==> src/rtl/ltc_pkg.sv <==
package ltc_pkg;
  typedef struct packed {
    logic cal;
    logic clamp;
    logic sblk;
    logic spix;
  } ltc_line_t;

  localparam int unsigned LTC_NUM_IN = 4;
endpackage

==> src/rtl/ltc_in_stage.sv <==
module ltc_in_stage #(
  parameter int unsigned N = 4
) (
  input  logic         clk_i,
  input  logic         rst_ni,
  input  logic [N-1:0] raw_i,
  input  logic [N-1:0] pol_i,
  output logic [N-1:0] act_o
);
  for (genvar g = 0; g < N; g++) begin : g_in
    always_ff @(posedge clk_i or negedge rst_ni) begin
      if (!rst_ni) act_o[g] <= 1'b0;
      else         act_o[g] <= raw_i[g] ~^ pol_i[g];
    end
  end
endmodule

==> src/rtl/ltc_cal_window.sv <==
module ltc_cal_window #(
  parameter int unsigned DC_PIX  = 4,
  parameter int unsigned CAL_MIN = 5
) (
  input  logic clk_i,
  input  logic rst_ni,
  input  logic cal_i,
  output logic dc_win_o,
  output logic cal_win_o,
  output logic short_o
);
  localparam int unsigned CNT_W = $clog2(CAL_MIN + 1);
  localparam logic [CNT_W-1:0] DC_LIM  = CNT_W'(DC_PIX);
  localparam logic [CNT_W-1:0] MIN_LIM = CNT_W'(CAL_MIN);

  // number of window pixels already seen, saturating
  logic [CNT_W-1:0] cnt_q;

  always_ff @(posedge clk_i or negedge rst_ni) begin
    if (!rst_ni)               cnt_q <= '0;
    else if (!cal_i)           cnt_q <= '0;
    else if (cnt_q != MIN_LIM) cnt_q <= cnt_q + 1'b1;
  end

  assign dc_win_o  = cal_i && (cnt_q < DC_LIM);
  assign cal_win_o = cal_i && (cnt_q >= DC_LIM);
  assign short_o   = !cal_i && (cnt_q != '0) && (cnt_q < MIN_LIM);
endmodule

==> src/rtl/ltc_rej_ctrl.sv <==
module ltc_rej_ctrl (
  input  logic clk_i,
  input  logic rst_ni,
  input  logic en_i,
  input  logic sblk_i,
  input  logic spix_i,
  output logic open_o
);
  logic spix_q, open_q;

  // opens on the pixel after video sampling ends, closes on black sampling
  assign open_o = en_i && !sblk_i && (open_q || (spix_q && !spix_i));

  always_ff @(posedge clk_i or negedge rst_ni) begin
    if (!rst_ni) begin
      spix_q <= 1'b0;
      open_q <= 1'b0;
    end else begin
      spix_q <= spix_i;
      open_q <= open_o;
    end
  end
endmodule

==> src/rtl/line_clamp_gate.sv <==
module line_clamp_gate #(
  parameter int unsigned DC_PIX  = 4,
  parameter int unsigned CAL_MIN = 5
) (
  input  logic clk_i,
  input  logic rst_ni,
  input  logic cal_i,
  input  logic clamp_i,
  input  logic sblk_i,
  input  logic spix_i,
  input  logic cal_pol_i,
  input  logic clamp_pol_i,
  input  logic sblk_pol_i,
  input  logic spix_pol_i,
  input  logic clamp_cal_mode_i,
  input  logic rej_en_i,
  output logic dc_restore_o,
  output logic cal_gate_o,
  output logic rej_open_o,
  output logic blk_smp_o,
  output logic pix_smp_o,
  output logic overlap_err_o,
  output logic short_err_o
);
  import ltc_pkg::*;

  ltc_line_t act;
  logic [LTC_NUM_IN-1:0] act_vec;
  logic dc_win, cal_win, short_evt, rej_win;
  logic overlap, dc_d, gate_d, rej_d;

  ltc_in_stage #(.N(LTC_NUM_IN)) u_in (
    .clk_i  (clk_i),
    .rst_ni (rst_ni),
    .raw_i  ({cal_i, clamp_i, sblk_i, spix_i}),
    .pol_i  ({cal_pol_i, clamp_pol_i, sblk_pol_i, spix_pol_i}),
    .act_o  (act_vec)
  );
  assign act = ltc_line_t'(act_vec);

  ltc_cal_window #(.DC_PIX(DC_PIX), .CAL_MIN(CAL_MIN)) u_win (
    .clk_i     (clk_i),
    .rst_ni    (rst_ni),
    .cal_i     (act.cal),
    .dc_win_o  (dc_win),
    .cal_win_o (cal_win),
    .short_o   (short_evt)
  );

  ltc_rej_ctrl u_rej (
    .clk_i  (clk_i),
    .rst_ni (rst_ni),
    .en_i   (rej_en_i),
    .sblk_i (act.sblk),
    .spix_i (act.spix),
    .open_o (rej_win)
  );

  assign overlap = act.cal && act.clamp;

  always_comb begin
    if (overlap) begin
      dc_d   = 1'b0;
      gate_d = 1'b0;
    end else if (clamp_cal_mode_i) begin
      dc_d   = act.clamp && act.spix;
      gate_d = act.cal;
    end else begin
      dc_d   = dc_win;
      gate_d = cal_win;
    end
    // single-window mode: clamp acts as pre-blanking
    rej_d = (!clamp_cal_mode_i && act.clamp) || rej_win;
  end

  always_ff @(posedge clk_i or negedge rst_ni) begin
    if (!rst_ni) begin
      dc_restore_o  <= 1'b0;
      cal_gate_o    <= 1'b0;
      rej_open_o    <= 1'b0;
      blk_smp_o     <= 1'b0;
      pix_smp_o     <= 1'b0;
      overlap_err_o <= 1'b0;
      short_err_o   <= 1'b0;
    end else begin
      dc_restore_o  <= dc_d;
      cal_gate_o    <= gate_d;
      rej_open_o    <= rej_d;
      blk_smp_o     <= act.sblk;
      pix_smp_o     <= act.spix;
      overlap_err_o <= overlap_err_o || overlap;
      short_err_o   <= short_err_o || (!clamp_cal_mode_i && short_evt);
    end
  end
endmodule

==> config.mk <==
export PLATFORM = sky130hd
export DESIGN_NAME = line_clamp_gate
export DESIGN_NICKNAME = d
export VERILOG_FILES = /design/src/rtl/ltc_pkg.sv /design/src/rtl/ltc_in_stage.sv /design/src/rtl/ltc_cal_window.sv /design/src/rtl/ltc_rej_ctrl.sv /design/src/rtl/line_clamp_gate.sv
export SDC_FILE = /design/constraint.sdc
export NUM_CORES = 1
export LEC_CHECK = 0
export ABC_AREA = 1
export BUFFER_PORTS_ARGS = -buffer_cell sky130_fd_sc_hd__buf_2
export CORE_MARGIN = 3
export CORE_UTILIZATION = 35
export DETAILED_ROUTE_END_ITERATION = 10
export PLACE_DENSITY_LB_ADDON = 0.1
export SLEW_MARGIN = 20
export SYNTH_ARGS = -nofsm -noshare
export SYNTH_HDL_FRONTEND = slang
export SYNTH_HIERARCHICAL = 1
export SYNTH_SLANG_ARGS = --single-unit
==> constraint.sdc <==
create_clock -name clk_i -period 1.11 [get_ports clk_i]
set_input_delay 0.2775 -clock clk_i [delete_from_list [all_inputs] [get_ports clk_i]]
set_output_delay 0.2775 -clock clk_i [all_outputs]
set_load 0.005 [all_outputs]
==> summary.md <==
| Metric | Value |
|---|---|
| Status | `finished, final reports clean` |
| Final Routed Wirelength | `1.22 mm` |
| ANT cells | `0` |
| Die Wd | `50.8 um` |
| Grt total ovfl | `0` |
| CP Cell Sequence | `buf_2` |
| Endpoints failing setup | `0` |
| Post-synthesis register bit count | `16` |
| Fraction of layout cells with a size suffix above 1 | `0.314` |
| Switching pwr | `306 uW` |
| Max stage delay cell, worst path | `dfrtp_1` |
| Syn Nets | `96` |
| Combinational group share of total power | `0.128` |
| Initial core utilization | `0.390` |
| Worst EP required | `0.83 ns` |
| Switching Share | `0.255` |
| H-Tree Depth | `1` |
| Post-Synth XOR/XNOR Area | `0` |
| DRC Markers | `0` |
| Fin. max-slew vios | `0` |
| Distinct cells, synth | `14` |
| Worst Path Buf+Inv | `1` |
| Total number of vias | `559` |
| Area of the multi-input gates | `231 sq um` |
| Vias in the first global route | `526` |
| Gp weighted congestion | `0.697` |
| Post-Synth Simple-Gate Area | `0.210` |
| Root buf cell | `clkbuf_4` |
| Fill cell count | `187` |
| Multiplexer share of the synthesized area | `0` |
| Via-to-Cell Ratio | `4.30` |
| Unrepaired setup endpoints after global routing | `true` |
| Non-filler cells, final | `130` |
| Total GRT Usage | `0.113` |
| Crit path kind | `reg -> out` |
| Max-Slew Margin vs Limit | `0.765` |
| Mean post-synth cell area | `8.67 sq um` |
| Clk_lat worst skew | `0.29 ns` |
| Hold Path Class | `in -> reg` |
| Final hold viol count | `0` |
| CTS tree | `built` |
| Adder-Cell Fraction of Synth Area | `0.0535` |
| Syn. warnings | `6` |
| Drt first pass iters | `3` |
| Pleak | `0.509 nW` |
| Max frequency | `918 MHz` |
| Cells after Synth | `81` |
| Area growth syn-to-layout | `25.8%` |
| Worst setup margin | `0.0202 ns` |
| Height of the die | `50.8 um` |
| Net count reported at finish | `121` |
| Maximum number of pins on one net before global-route repair | `17` |
| Bufs on Longest Clock Path | `2` |
| Int Pwr | `896 uW` |
| Worst endpoint data arrival time | `0.81 ns` |
| CP max stage delay | `0.39 ns` |
| Post-Route Skew | `0.00137 ns` |
| Maximum fanout along the worst path | `2` |
| CP Launch Type | `flip-flop` |
| Inst Count DP | `123` |
| Site Rows | `15` |
| Largest family of logic cells by synthesized area | `simple AND/OR/NAND/NOR gates` |
| Post-synthesis cell area | `702 sq um` |
| Worst vdd ir | `0.000535 V` |
| Final Critical Period | `1.09 ns` |
| TritonCTS sink count | `16` |
| Core Region | `0.00180 sq mm` |
| Final worst-path cycle share | `0.982` |
| Sequential Power Share | `0.549` |
| Die area | `0.00258 sq mm` |
| Dpl cell area | `818 sq um` |
| Cell family with most CP delay | `flip-flops` |
| Clock network power share | `0.322` |
| Post-synthesis compound-gate area fraction | `0.0624` |
| Post-route design area | `883 sq um` |
| Pre-CTS WS | `0.0443 ns` |
| TritonCTS buffer count | `3` |
| CP endpoint kind | `primary output` |
| Initial antenna violation count | `0` |
| Total power | `1.20 mW` |
| Register area share after synthesis | `0.570` |
| Seq. cell area | `402 sq um` |
| WL/cell | `9.35 um` |
| Slew @ Worst Pin | `0.353 ns` |
| Global-route wire length before repair | `2.09 mm` |
| Top-Level Pins | `19` |
| Clock transition at the registers of the reported paths | `0.09 ns` |
| Max Cap Violations | `0` |
| Port Buffer Count | `18` |
| DPL Wire Length | `841 um` |
| ANT nets after route | `0` |
| Fin Setup TNS | `0 ns` |
| 1st-iter DRT viols | `5` |
| Pwr/cell area | `1360 mW/mm^2` |
-- final timing paths --
check	from	to	slack (ns)	cells past startpoint
max	short_err_o$_DFF_PN0_	short_err_o	0.02	1
min	cal_pol_i	u_in/act_o[3]$_DFF_PN0_	0.19	3
max reg2reg	u_win/cnt_q[0]$_DFFE_PN0P_	short_err_o$_DFF_PN0_	0.04	6
min reg2reg	u_in/act_o[1]$_DFF_PN0_	blk_smp_o$_DFF_PN0_	0.38	0
max in group asynchronous	rst_ni	u_win/cnt_q[0]$_DFFE_PN0P_	0.42	2
min in group asynchronous	rst_ni	cal_gate_o$_DFF_PN0_	0.41	2
-- per-layer routing --
layer	routed length, um	GRT usage	vias up
met4	52	0.108	0
met1	509	0.119	250
met3	61	0.0178	5
met5	0	0	-
li1	-	-	287
met2	591	0.189	17
-- sequential cells by signal, summed over array words and instances (netlist names) --
register / count
cal_gate_o: 1
u_rej/open_q: 1
dc_restore_o: 1
rej_open_o: 1
pix_smp_o: 1
u_rej/spix_q: 1
blk_smp_o: 1
u_in/act_o: 4
short_err_o: 1
u_win/cnt_q: 3
overlap_err_o: 1
-- cells by family (layout without fill, tap and decap cells) --
logic type	Yosys count	after routing
adder cells (fa/ha/maj)	3	3
flip-flops	16	16
buffers and inverters	19	43
AO/OA/AOI/OAI	7	7
AND/OR/NAND/NOR	36	36
-- layout by cell type, fill, tap and decap left out --
master / instances
a21o_1: 2
a21oi_1: 1
a21oi_2: 1
buf_2: 18
buf_4: 2
clkbuf_4: 3
clkbuf_8: 1
dfrtp_1: 15
dfrtp_2: 1
dlygate4sd3_1: 1
ha_1: 2
ha_2: 1
inv_1: 14
inv_2: 4
nand2_1: 21
nand2_2: 2
nand3_1: 2
nand4_1: 2
nor2_1: 9
o21ai_0: 3
-- power groups by stage --
| stage | Combinational [mW] | Clock (mW) | Sequential [mW] |
|---|---|---|---|
| after floorplan | 0.0891 | 0 | 0.663 |
| after global placement | 0.147 | 0 | 0.668 |
| after detailed placement | 0.150 | 0 | 0.669 |
| after CTS | 0.154 | 0.404 | 0.658 |
| after global routing | 0.185 | 0.430 | 0.666 |
| final | 0.154 | 0.388 | 0.661 |
-- final cells by class --
| class | instances | share of cell area |
|---|---|---|
| clock buffers | 4 | 0.0411 |
| well taps | 25 | 0.0354 |
| inverters | 18 | 0.0765 |
| repair buffers | 21 | 0.130 |
| multi-input cells | 46 | 0.262 |
| flip-flops and latches | 16 | 0.455 |
-- cells in the mapped netlist --
library cell | number | area, sq um
nand2_1 | 21 | 78.8
dfrtp_1 | 16 | 400
inv_1 | 16 | 60.1
nor2_1 | 9 | 33.8
ha_1 | 3 | 37.5
o21ai_0 | 3 | 15.0
a21o_1 | 2 | 15.0
inv_2 | 2 | 7.51
nand2_2 | 2 | 12.5
nand3_1 | 2 | 10.0
nand4_1 | 2 | 12.5
a21oi_1 | 1 | 5.00
a21oi_2 | 1 | 8.76
clkbuf_2 | 1 | 5.00
-- stage by stage --
step / utilization / hold WS (ns)
floorplan: - / -0.0181
global placement: 0.454 / 0.208
detailed placement: 0.454 / 0.210
CTS: 0.480 / 0.181
global route: 0.490 / 0.207
finish: 0.490 / 0.191
-- what timing repair did --
action,in CTS,in global routing
resized for setup,0,4
buffers inserted,0,2
setup endpoints to repair,0,4
hold buffers,1,0
hold endpoints to repair,16,0
(Power assumes the default switching activity.)
